### config.mk
export PLATFORM = sky130hd
export DESIGN_NAME = txn_conflict_tracker
export DESIGN_NICKNAME = d
export VERILOG_FILES = /design/src/rtl/tct_pkg.sv /design/src/rtl/tct_directory.sv /design/src/rtl/tct_write_buffer.sv /design/src/rtl/tct_control.sv /design/src/rtl/txn_conflict_tracker.sv
export SDC_FILE = /design/constraint.sdc
export NUM_CORES = 1
export LEC_CHECK = 0
export BUFFER_PORTS_ARGS = -buffer_cell sky130_fd_sc_hd__buf_2
export CAP_MARGIN = 20
export CORE_MARGIN = 2
export CORE_UTILIZATION = 39
export DETAILED_ROUTE_END_ITERATION = 16
export PLACE_DENSITY = 0.55
export REMOVE_ABC_BUFFERS = 1
export SLEW_MARGIN = 20
export SYNTH_ARGS = -nofsm -noshare
export SYNTH_HDL_FRONTEND = slang
export SYNTH_SLANG_ARGS = --single-unit
export TNS_END_PERCENT = 5
### constraint.sdc
create_clock -name clk -period 12.5 [get_ports clk]
set_input_delay 2.5 -clock clk [delete_from_list [all_inputs] [get_ports clk]]
set_output_delay 2.5 -clock clk [all_outputs]
set_load 0.01 [all_outputs]
### src/rtl/tct_pkg.sv
package tct_pkg;
  typedef enum logic [1:0] {
    ST_IDLE   = 2'd0,
    ST_ACTIVE = 2'd1,
    ST_COMMIT = 2'd2
  } tx_state_e;

  // next position in a ring of the given depth
  function automatic int unsigned ring_next(input int unsigned pos, input int unsigned depth);
    return (pos + 1 == depth) ? 0 : pos + 1;
  endfunction
endpackage

### src/rtl/tct_directory.sv
module tct_directory #(
  parameter int LINES = 16,
  parameter int IDX_W = 4,
  parameter int TAG_W = 24
) (
  input  logic             clk,
  input  logic             rst_n,
  input  logic [IDX_W-1:0] req_idx,
  input  logic [TAG_W-1:0] req_tag,
  input  logic [IDX_W-1:0] snp_idx,
  input  logic [TAG_W-1:0] snp_tag,
  input  logic             alloc_en,
  input  logic             set_rd,
  input  logic             set_wr,
  input  logic             kill,
  input  logic             flash,
  output logic             req_hit,
  output logic             req_marked,
  output logic             snp_rd_hit,
  output logic             any_mark
);
  logic [LINES-1:0] valid_vec, rd_vec, wr_vec;
  logic [TAG_W-1:0] tag_arr [LINES];

  for (genvar i = 0; i < LINES; i++) begin : g_line
    logic             v_q, r_q, w_q;
    logic [TAG_W-1:0] t_q;
    logic             here, same;
    assign here = alloc_en && (req_idx == IDX_W'(i));
    assign same = v_q && (t_q == req_tag);

    always_ff @(posedge clk) begin
      if (!rst_n) begin
        v_q <= 1'b0;
        r_q <= 1'b0;
        w_q <= 1'b0;
        t_q <= '0;
      end else if (kill) begin
        if (r_q || w_q) v_q <= 1'b0;
        r_q <= 1'b0;
        w_q <= 1'b0;
      end else begin
        if (flash) begin
          r_q <= 1'b0;
          w_q <= 1'b0;
        end
        if (here) begin
          if (same) begin
            r_q <= r_q | set_rd;
            w_q <= w_q | set_wr;
          end else begin
            v_q <= 1'b1;
            t_q <= req_tag;
            r_q <= set_rd;
            w_q <= set_wr;
          end
        end
      end
    end

    assign valid_vec[i] = v_q;
    assign rd_vec[i]    = r_q;
    assign wr_vec[i]    = w_q;
    assign tag_arr[i]   = t_q;
  end

  assign req_hit    = valid_vec[req_idx] && (tag_arr[req_idx] == req_tag);
  assign req_marked = valid_vec[req_idx] && (rd_vec[req_idx] || wr_vec[req_idx]);
  assign snp_rd_hit = valid_vec[snp_idx] && rd_vec[snp_idx] && (tag_arr[snp_idx] == snp_tag);
  assign any_mark   = |(rd_vec | wr_vec);

  assert_kill_clears_R7: assert property (@(posedge clk) disable iff (!rst_n)
    kill |=> !any_mark);
  assert_flash_clears_R6: assert property (@(posedge clk) disable iff (!rst_n)
    flash |=> !any_mark);
  assert_no_marked_evict_R8: assert property (@(posedge clk) disable iff (!rst_n)
    alloc_en |-> !(req_marked && !req_hit));
endmodule

### src/rtl/tct_write_buffer.sv
module tct_write_buffer import tct_pkg::*; #(
  parameter int DEPTH  = 4,
  parameter int ADDR_W = 32
) (
  input  logic              clk,
  input  logic              rst_n,
  input  logic              push,
  input  logic [ADDR_W-1:0] push_addr,
  input  logic              pop,
  input  logic              clear,
  output logic [ADDR_W-1:0] head_addr,
  output logic              empty,
  output logic              full
);
  localparam int PTR_W = (DEPTH > 1) ? $clog2(DEPTH) : 1;
  localparam int CNT_W = $clog2(DEPTH + 1);

  logic [ADDR_W-1:0] slot_q [DEPTH];
  logic [PTR_W-1:0]  rd_ptr_q, wr_ptr_q;
  logic [CNT_W-1:0]  count_q;

  function automatic logic [PTR_W-1:0] adv(input logic [PTR_W-1:0] p);
    return PTR_W'(ring_next(int'(p), DEPTH));
  endfunction

  assign empty     = (count_q == '0);
  assign full      = (count_q == CNT_W'(DEPTH));
  assign head_addr = slot_q[rd_ptr_q];

  always_ff @(posedge clk) begin
    if (!rst_n) begin
      rd_ptr_q <= '0;
      wr_ptr_q <= '0;
      count_q  <= '0;
      for (int k = 0; k < DEPTH; k++) slot_q[k] <= '0;
    end else if (clear) begin
      rd_ptr_q <= '0;
      wr_ptr_q <= '0;
      count_q  <= '0;
    end else begin
      if (push) begin
        slot_q[wr_ptr_q] <= push_addr;
        wr_ptr_q <= adv(wr_ptr_q);
      end
      if (pop) rd_ptr_q <= adv(rd_ptr_q);
      if (push && !pop)      count_q <= count_q + 1'b1;
      else if (pop && !push) count_q <= count_q - 1'b1;
    end
  end

  assert_no_overflow_R9: assert property (@(posedge clk) disable iff (!rst_n)
    push |-> !full);
  assert_no_underflow_R5: assert property (@(posedge clk) disable iff (!rst_n)
    pop |-> !empty);
endmodule

### src/rtl/tct_control.sv
module tct_control import tct_pkg::*; (
  input  logic      clk,
  input  logic      rst_n,
  input  logic      tx_begin,
  input  logic      tx_commit,
  input  logic      tx_abort,
  input  logic      conflict,
  input  logic      wb_empty,
  input  logic      wb_full,
  output tx_state_e state,
  output logic      active,
  output logic      committing,
  output logic      kill,
  output logic      commit_done,
  output logic      rollback,
  output logic      bus_hold
);
  tx_state_e state_q, state_d;
  logic      rollback_q, hold_q;

  assign state       = state_q;
  assign active      = (state_q == ST_ACTIVE);
  assign committing  = (state_q == ST_COMMIT);
  assign kill        = active && (conflict || tx_abort);
  assign commit_done = committing && wb_empty;
  assign rollback    = rollback_q;
  assign bus_hold    = hold_q;

  always_comb begin
    state_d = state_q;
    unique case (state_q)
      ST_IDLE:   if (tx_begin) state_d = ST_ACTIVE;
      ST_ACTIVE: begin
        if (kill)           state_d = ST_IDLE;
        else if (tx_commit) state_d = ST_COMMIT;
      end
      ST_COMMIT: if (wb_empty) state_d = ST_IDLE;
      default:   state_d = ST_IDLE;
    endcase
  end

  always_ff @(posedge clk) begin
    if (!rst_n) begin
      state_q    <= ST_IDLE;
      rollback_q <= 1'b0;
      hold_q     <= 1'b0;
    end else begin
      state_q    <= state_d;
      rollback_q <= kill;
      if (kill || commit_done)   hold_q <= 1'b0;
      else if (active && wb_full) hold_q <= 1'b1;
    end
  end

  assert_conflict_rollback_R7: assert property (@(posedge clk) disable iff (!rst_n)
    conflict |=> rollback);
  assert_rollback_pulse_R7: assert property (@(posedge clk) disable iff (!rst_n)
    rollback |=> !rollback);
  assert_hold_in_txn_R9: assert property (@(posedge clk) disable iff (!rst_n)
    bus_hold |-> (state_q != ST_IDLE));
  assert_done_to_idle_R6: assert property (@(posedge clk) disable iff (!rst_n)
    commit_done |=> (state_q == ST_IDLE));
endmodule

### src/rtl/txn_conflict_tracker.sv
module txn_conflict_tracker import tct_pkg::*; #(
  parameter int LINES      = 16,
  parameter int WB_DEPTH   = 4,
  parameter int ADDR_W     = 32,
  parameter int LINE_BYTES = 16
) (
  input  logic                               clk,
  input  logic                               rst_n,
  input  logic                               req_valid,
  input  logic                               req_write,
  input  logic                               req_tx,
  input  logic [ADDR_W-1:0]                  req_addr,
  output logic                               req_hit,
  output logic                               req_stall,
  input  logic                               snoop_valid,
  input  logic [ADDR_W-$clog2(LINE_BYTES)-1:0] snoop_line,
  output logic                               conflict,
  input  logic                               tx_begin,
  input  logic                               tx_commit,
  input  logic                               tx_abort,
  output logic                               tx_active,
  output logic                               rollback,
  output logic                               commit_done,
  output logic                               bus_hold,
  input  logic                               bus_grant,
  output logic                               bus_wr_valid,
  output logic [ADDR_W-1:0]                  bus_wr_addr
);
  localparam int OFF_W = $clog2(LINE_BYTES);
  localparam int IDX_W = $clog2(LINES);
  localparam int TAG_W = ADDR_W - OFF_W - IDX_W;
  localparam int LINE_W = ADDR_W - OFF_W;

  function automatic logic [IDX_W-1:0] addr_index(input logic [ADDR_W-1:0] a);
    return a[OFF_W +: IDX_W];
  endfunction
  function automatic logic [TAG_W-1:0] addr_tag(input logic [ADDR_W-1:0] a);
    return a[ADDR_W-1 -: TAG_W];
  endfunction
  function automatic logic [IDX_W-1:0] line_index(input logic [LINE_W-1:0] l);
    return l[IDX_W-1:0];
  endfunction
  function automatic logic [TAG_W-1:0] line_tag(input logic [LINE_W-1:0] l);
    return l[LINE_W-1 -: TAG_W];
  endfunction

  tx_state_e state;
  logic active, committing, kill;
  logic wb_empty, wb_full, wb_push, wb_pop;
  logic dir_hit, dir_marked, snp_rd_hit, any_mark;
  logic tx_load, tx_store, evict_block, accept;

  assign tx_load     = req_valid && !req_write && req_tx && active;
  assign tx_store    = req_valid &&  req_write && req_tx && active;
  assign evict_block = req_valid && dir_marked && !dir_hit;
  assign req_stall   = req_valid && (committing || evict_block || kill || (tx_store && wb_full));
  assign accept      = req_valid && !req_stall;
  assign wb_push     = accept && tx_store;
  assign wb_pop      = committing && bus_grant && !wb_empty;
  assign conflict    = snoop_valid && active && snp_rd_hit;

  assign req_hit      = dir_hit;
  assign tx_active    = active;
  assign bus_wr_valid = committing && !wb_empty;

  tct_directory #(.LINES(LINES), .IDX_W(IDX_W), .TAG_W(TAG_W)) u_dir (
    .clk        (clk),
    .rst_n      (rst_n),
    .req_idx    (addr_index(req_addr)),
    .req_tag    (addr_tag(req_addr)),
    .snp_idx    (line_index(snoop_line)),
    .snp_tag    (line_tag(snoop_line)),
    .alloc_en   (accept),
    .set_rd     (accept && tx_load),
    .set_wr     (accept && tx_store),
    .kill       (kill),
    .flash      (commit_done),
    .req_hit    (dir_hit),
    .req_marked (dir_marked),
    .snp_rd_hit (snp_rd_hit),
    .any_mark   (any_mark)
  );

  tct_write_buffer #(.DEPTH(WB_DEPTH), .ADDR_W(ADDR_W)) u_wb (
    .clk       (clk),
    .rst_n     (rst_n),
    .push      (wb_push),
    .push_addr (req_addr),
    .pop       (wb_pop),
    .clear     (kill),
    .head_addr (bus_wr_addr),
    .empty     (wb_empty),
    .full      (wb_full)
  );

  tct_control u_ctl (
    .clk         (clk),
    .rst_n       (rst_n),
    .tx_begin    (tx_begin),
    .tx_commit   (tx_commit),
    .tx_abort    (tx_abort),
    .conflict    (conflict),
    .wb_empty    (wb_empty),
    .wb_full     (wb_full),
    .state       (state),
    .active      (active),
    .committing  (committing),
    .kill        (kill),
    .commit_done (commit_done),
    .rollback    (rollback),
    .bus_hold    (bus_hold)
  );

  assert_idle_no_marks_R10: assert property (@(posedge clk) disable iff (!rst_n)
    (state == ST_IDLE) |-> !any_mark);
endmodule

==> metrics.md, run 1 <==
| Metric | Value |
|---|---|
| Outcome | `finished clean` |
| Cells resized by post-CTS repair | `0` |
| Final min period | `10.06 ns` |
| Worst setup EP type | `output port` |
| Worst-path clk slew | `roughly 0.060 ns` |
| Setup Viol. Count Final | `0` |
| Sequential share of the synthesized area | `between 30% and 40%` |
| Syn Area/Cell | `10.36 um2` |
| Fin. Hold Viols | `0` |
| Mux contribution to synthesized area | `a little over a quarter` |
| Synth unique cells | `78` |
| Grt total ovfl | `0` |
| Dpl hpwl | `roughly 110,000 um` |
| Clk pwr share | `45.4%` |
| Num CTS Buffers | `68` |
| Routed vias | `28,040` |
| GP Congestion | `1.079` |
| Setup WS pre-CTS | `2.641 ns` |
| Bufs on Longest Clock Path | `3` |
| Synthesized area | `around 35,000 um2` |
| Via density | `about 6.2` |
| Die footprint | `91,390 um2` |
| Core Region | `88,240 um2` |
| Worst Clk Skew | `0.03075 ns` |
| Logic pwr share | `11.7%` |
| FFs w/ async S/R, synth | `0%` |
| Top-Level Pins | `110` |
| Final period util | `80.50%` |
| Setup bufs post-CTS | `0` |
| Vias in the first global route | `25,990` |
| Hold_buf cts | `0` |
| Hold WC Path Type | `reg -> reg` |
| Final Instance Count excl. Fillers | `4,508` |
| Final hold slack | `between 0.4 and 0.5 ns` |
| Setup crit start kind | `input port` |
| WL/cell | `approximately 33 um` |
| Share of cells above drive strength 1 | `between 10% and 20%` |
| Met3 usage | `between 7 and 8%` |
| Initial DRT Pass Iterations | `6` |
| Flop pwr share | `42.9%` |
| Final wirelength | `148,700 um` |
| Antenna violations before repair | `9` |
| H-tree depth | `3` |
| Rows | `109` |
| Peak VDD IR | `a little over 0.00009 V` |
| Met2 usage | `47.34%` |
| Max Fclk | `99.38 MHz` |
| Switching Fraction | `28.14%` |
| Static leakage | `0.01574 uW` |
| Power Internal | `3276 uW` |
| Crit Path Category | `in -> out` |
| Clk_lat worst skew | `roughly 0.65 ns` |
| Largest net degree at the start of global routing | `80` |
| CTS tree | `built` |
| Met1 Resource Use GR | `43.12%` |
| Compound-Gate Fraction of Synth Area | `5.242%` |
| Root buf cell | `clkbuf_16` |
| Port buffer count | `109` |
| Max-slew violation count | `0` |
| Clk sinks | `573` |
| Post-synth EDFFs | `128` |
| Data arrival, critical path | `7.56 ns` |
| Worst path required time | `10.00 ns` |
| Fillers | `8,569` |
| Gr usage total | `32.13%` |
| FF+latch count, synth | `573` |
| Post-Synth Adder-Cell Area | `0.1658%` |
| Placed instance count | `roughly 4,400` |
| Power Density | `120.2 nW/um2` |
| Total power | `4559 uW` |
| XOR/XNOR Fraction of Synth Area | `11.18%` |
| Max Cap Viol | `0` |
| Die H | `between 300 and 400 um` |
| Synth Area in Simple Gates | `13.83%` |
| Layout area overhead | `9.327%` |
| Starting density of the core | `39.33%` |
| Final #Nets | `3,359` |
| Final worst slack | `2.438 ns` |
| RSZ-0062 raised after global routing | `no` |
| Slew margin rel. | `22.60%` |
| Post-route DRC | `0` |
| Main flop type after synthesis | `dfxtp_1` |
| Ys Warns | `0` |
| CP max FO | `58` |
| Die W | `302.3 um` |
| Slew @ Worst Pin | `1.150 ns` |
| First-pass GRT wire length | `207,000 um` |
| Total Neg Setup Slack | `0 ns` |
| Net switching power | `1283 uW` |
| Mapped Cells | `3,349` |
| Most used routing layer | `met2` |
| Initial DRC Count | `3,840` |
| Post-DRT Antenna Nets | `0` |
| Largest family of logic cells by synthesized area | `multiplexers` |
## Yosys cell counts (12+ instances only)
library cell	instances	area share, %
a21oi_1	30	0.43
a22oi_1	13	0.28
and2_1	121	2.2
buf_1	36	0.39
buf_2	51	0.74
buf_4	25	0.54
buf_6	41	1.3
clkbuf_1	154	1.7
dfxtp_1	445	26
edfxtp_1	128	11
inv_1	36	0.39
mux2_2	60	1.9
mux2i_1	438	13
mux4_2	199	13
nand2_1	197	2.1
nand2b_1	12	0.22
nand3_1	91	1.3
nand4_1	48	0.87
nor2_1	357	3.9
nor2b_1	20	0.36
nor3_1	46	0.66
nor4_1	70	1.3
o21ai_0	91	1.3
o22ai_1	41	0.74
xnor2_1	156	3.9
xor2_1	287	7.2
## metal layers
metal	vias up	routed length (um)
li1	11840	-
met1	14090	60160
met2	1725	63650
met3	373	15290
met4	10	9532
met5	-	69
## power by group through the flow
stage | Combinational [uW] | Clock [uW] | Sequential (uW)
after floorplan | 233 | 0 | 1980
after global placement | 519 | 0 | 1990
after global routing | 549 | 2160 | 1960
after CTS | 520 | 2090 | 1950
final | 535 | 2070 | 1960
after detailed placement | 518 | 0 | 1990
## worst max-delay path, stage by stage
cell and delay [ns]:
buf_4 0.74, buf_4 0.68, mux4_2 0.59, mux2i_1 0.16, mux2i_1 0.11, xor2_1 0.17, a2111oi_2 0.45, o2111ai_1 0.40
o41a_1 0.57, o211ai_4 0.16, buf_4 0.48, and2_1 0.25, buf_2 0.14
## cells by family after synthesis
kind of cell	Yosys count
AND/OR/NAND/NOR	1004
multiplexers	697
flip-flops	573
XOR/XNOR	443
buffers and inverters	355
AO/OA/AOI/OAI	273
adder cells (fa/ha/maj)	4
## through the flow
step           util (%)  area [um2]
2_1_floorplan         -       33000
3_3_place_gp      40.38       35630
4_1_cts           42.98       37930
6_report          43.00       37940
3_5_place_dp      40.40       35650
5_1_grt           42.99       37930
## state kept, by name (all words and copies together), names as in the netlist, 3 cells and up, named ones only
name and cells:
u_dir.g_line.r_q 16, u_dir.g_line.t_q 384, u_dir.g_line.v_q 16, u_dir.g_line.w_q 16
u_wb.count_q 3, u_wb.slot_q 128
## final timing paths
check | startpoint | to | slack (ns) | cells after the start
setup / recovery | snoop_line[2] | req_stall | 2.44 | 13
hold / removal | u_dir.g_line[11].w_q | u_dir.g_line[11].w_q | 0.46 | 2
setup reg to reg | u_dir.g_line[15].t_q[19] | u_dir.g_line[6].t_q[9] | 6.99 | 12
hold reg to reg | u_dir.g_line[11].w_q | u_dir.g_line[11].w_q | 0.46 | 2
## cell type report
class / count / area [um2] / share of cell area, %
clock buffers: 92 / 1901 / 5.009
diodes: 5 / 12.51 / 0.03298
clock inverters: 31 / 380.4 / 1.003
well taps: 1165 / 1458 / 3.842
flip-flops and latches: 573 / 12750 / 33.62
multi-input cells: 2421 / 20160 / 53.14
repair buffers: 182 / 1120 / 2.951
inverters: 39 / 153.9 / 0.4056
## cells in the final DEF (no fill, tap or decap), types with 20 or more instances in the layout
cell type,instances
o22ai_1,41
nand4_1,48
mux2i_1,438
mux2_2,60
o21ai_0,89
nor2b_1,20
mux4_2,199
and2_1,120
nor4_1,68
clkbuf_16,69
nand3_1,91
xnor2_1,156
nor3_1,44
buf_4,76
nor2_1,357
buf_2,103
xor2_1,287
nand2_1,197
a21oi_1,30
edfxtp_1,128
inv_1,36
dfxtp_1,443
(Power assumes the default switching activity.)
==> inputs of run 2 (changes only) <==
--- a/config.mk
+++ b/config.mk
@@ -10,7 +10,7 @@
 export CORE_MARGIN = 2
 export CORE_UTILIZATION = 39
 export DETAILED_ROUTE_END_ITERATION = 16
-export PLACE_DENSITY = 0.55
+export PLACE_DENSITY = 0.57
 export REMOVE_ABC_BUFFERS = 1
 export SLEW_MARGIN = 20
 export SYNTH_ARGS = -nofsm -noshare
==> constraint.sdc (replaced) <==
create_clock -name clk -period 9.1 [get_ports clk]
set_input_delay 1.82 -clock clk [delete_from_list [all_inputs] [get_ports clk]]
set_output_delay 1.82 -clock clk [all_outputs]
set_load 0.01 [all_outputs]
==> run 2 against run 1 <==
Against the previous run:
- sequential share of layout area decreased by 0.16 points
- cell area increased by 0.48%
- wire length increased by 0.65%
- final cell count increased by 0.29%
- largest cell class unchanged
- highest routed layer unchanged
==> metrics.md, run 2 (synthesis gave the netlist of run 1 again) <==
| Metric | Value |
|---|---|
| Final min period | `8.058 ns` |
| Rows | `109 (unchanged)` |
| Die W | `302.3 um (unchanged)` |
| H-tree depth | `3 (unchanged)` |
| Port buffer count | `109 (unchanged)` |
| RR Startpoint | `u_dir.g_line[15].t_q[12]` |
| R2R cell count | `13 (+1)` |
| Root buf cell | `clkbuf_16` |
| Die footprint | `91,390 um2 (unchanged)` |
| Clk_lat worst skew | `0.63 ns (-0.02 ns)` |
| Top-Level Pins | `110 (unchanged)` |
| GP Congestion | `1.091 (+1.1%)` |
| Slew margin rel. | `15.94% (-6.7 points)` |
| Post-DRT Antenna Nets | `0 (unchanged)` |
| Max Fclk | `124.1 MHz` |
| Setup bufs post-CTS | `0 (unchanged)` |
| Largest reg by FF count | `u_dir.g_line.t_q` |
| Crit Path Category | `in -> out` |
| Final period util | `88.55%` |
| Post-route DRC | `0 (unchanged)` |
| Top Registers | `u_dir.g_line.t_q x384, u_wb.slot_q x128` |
| Outcome | `finished clean` |
| Most common cell after layout, fill and taps aside | `dfxtp_1` |
| Bufs on Longest Clock Path | `3 (unchanged)` |
| Max FFs per register | `384 (unchanged)` |
| Peak VDD IR | `0.0001368 V (+48%)` |
| Worst-path clk slew | `0.06 ns (about the same)` |
| Max Cap Viol | `0 (unchanged)` |
| Clk sinks | `573 (unchanged)` |
| Num CTS Buffers | `69 (+1.5%)` |
| Fillers | `8,480 (-1.0%)` |
| Slowest stage cell, crit path | `a311oi_1` |
| Share of cells above drive strength 1 | `17.79% (+0.42 points)` |
| Worst-path cell chain | `buf_4, mux4_2, mux2i_1, mux2i_1, xor2_1, a311oi_1, o2111ai_1, o41a_1, o211ai_4, and2_1, buf_2` |
| RSZ-0062 raised after global routing | `no` |
| Vias in the first global route | `26,240 (+0.93%)` |
| Layout area overhead | `9.850%` |
| Static leakage | `0.01585 uW (+0.71%)` |
| R2R Path End | `u_dir.g_line[9].t_q[23]` |
| Cells resized by post-CTS repair | `0 (unchanged)` |
| Slew @ Worst Pin | `1.249 ns (+0.09889 ns)` |
| Final #Nets | `3,374 (+0.45%)` |
| Power Density | `165.4 nW/um2 (+38%)` |
| CTS tree | `built` |
| Max stage delay on crit path | `0.76 ns (+0.02 ns)` |
| CP max FO | `52 (-10%)` |
| Worst Clk Skew | `0.02304 ns (-0.007713 ns)` |
| Via density | `6.297 (+1.2%)` |
| Fin. Hold Viols | `0 (unchanged)` |
| Gr usage total | `32.37% (+0.23 points)` |
| Worst setup EP type | `output port` |
| FF-to-FF setup slack | `3.46 ns (-3.53 ns)` |
| Final wirelength | `149,700 um (+0.65%)` |
| Setup Viol. Count Final | `0 (unchanged)` |
| Initial DRT Pass Iterations | `6 (unchanged)` |
| Core Region | `88,240 um2 (unchanged)` |
| Largest net degree at the start of global routing | `124 (+55%)` |
| Commonest cells after routing, fill and taps aside | `443 x dfxtp_1, 438 x mux2i_1, 357 x nor2_1` |
| First-pass GRT wire length | `209,200 um (+1.1%)` |
| Grt total ovfl | `0 (unchanged)` |
| Worst Setup EP | `req_stall` |
| Die H | `302.3 um (unchanged)` |
| Hold_buf cts | `0 (unchanged)` |
| Total Neg Setup Slack | `0 ns (unchanged)` |
| Data arrival, critical path | `6.24 ns (-1.32 ns)` |
| Antenna violations before repair | `7 (-2)` |
| Crit path top cell by count | `mux2i_1` |
| Starting density of the core | `39.33% (unchanged)` |
| Final core occ | `43.20% (+0.21 points)` |
| Dpl hpwl | `106,500 um (+0.61%)` |
| CP Launch Point | `snoop_line[2]` |
| Setup crit start kind | `input port` |
| Initial DRC Count | `4,549 (+18%)` |
| Max-slew violation count | `0 (unchanged)` |
| Worst path required time | `7.28 ns (-2.72 ns)` |
| Hold WC Path Type | `reg -> reg` |
| WL/cell | `33.10 um (+0.36%)` |
| Routed vias | `28,470 (+1.5%)` |
-- run 2: worst max-delay path: cells and delay by family --
kind	cells	cell delay, ns
AO/OA/AOI/OAI	4	2.23
XOR/XNOR	1	0.16
buffers and inverters	2	0.84
multiplexers	3	0.89
AND/OR/NAND/NOR	1	0.22
-- run 2: worst min-delay path by stage --
| stage | start | to | slack [ns] | cells after the start |
|---|---|---|---|---|
| 5_1_grt | u_dir.g_line[11].w_q | u_dir.g_line[11].w_q | 0.47 | 2 |
| 4_1_cts | u_dir.g_line[11].w_q | u_dir.g_line[11].w_q | 0.46 | 2 |
| 3_3_place_gp | u_dir.g_line[8].w_q | u_dir.g_line[8].w_q | 0.45 | 2 |
| 3_5_place_dp | u_dir.g_line[11].w_q | u_dir.g_line[11].w_q | 0.45 | 2 |
| 2_1_floorplan | u_dir.g_line[8].w_q | u_dir.g_line[8].w_q | 0.43 | 2 |
| 6_report | u_dir.g_line[11].w_q | u_dir.g_line[11].w_q | 0.46 | 2 |
-- run 2: routing by layer --
metal / routed length, um / GRT usage (%) / part of all wire [%]
met3: 17310 / 8.856 / 12
met4: 10770 / 19.11 / 7.2
met1: 59370 / 43.36 / 40
met5: 55 / 0.1553 / 0.037
met2: 62160 / 46.59 / 42
-- run 2: where the power goes --
| group | internal [uW] | total [uW] | switching [uW] | leakage, uW |
|---|---|---|---|---|
| combinational | 233 | 752 | 519 | 0.00979 |
| clock | 1680 | 2870 | 1190 | 0.00114 |
| sequential | 2640 | 2690 | 46.6 | 0.00492 |
| total | 4550 | 6300 | 1760 | 0.0159 |
-- run 2: layout make-up --
class                   count  area, um2  area share, %
diodes                      1      2.502       0.006564
clock buffers              92       1923          5.044
clock inverters            34      410.4          1.077
inverters                  39      153.9         0.4037
multi-input cells        2421      20170          52.90
flip-flops and latches    573      12750          33.46
well taps                1165       1458          3.824
repair buffers            196       1252          3.285
-- run 2: through the flow --
stage | power, uW | cells | hold WS (ns) | cell area (um2) | worst slack [ns]
CTS | 6303 | 4520 | 0.4594 | 38110 | 1.405
global placement | 3461 | 4394 | 0.4478 | 35780 | 1.458
detailed placement | 3459 | 4394 | 0.4502 | 35780 | 1.431
finish | 6304 | 4521 | 0.4612 | 38120 | 1.042
floorplan | 3036 | 3033 | 0.4311 | 33000 | 1.564
global route | 6443 | 4520 | 0.4680 | 38120 | 1.064
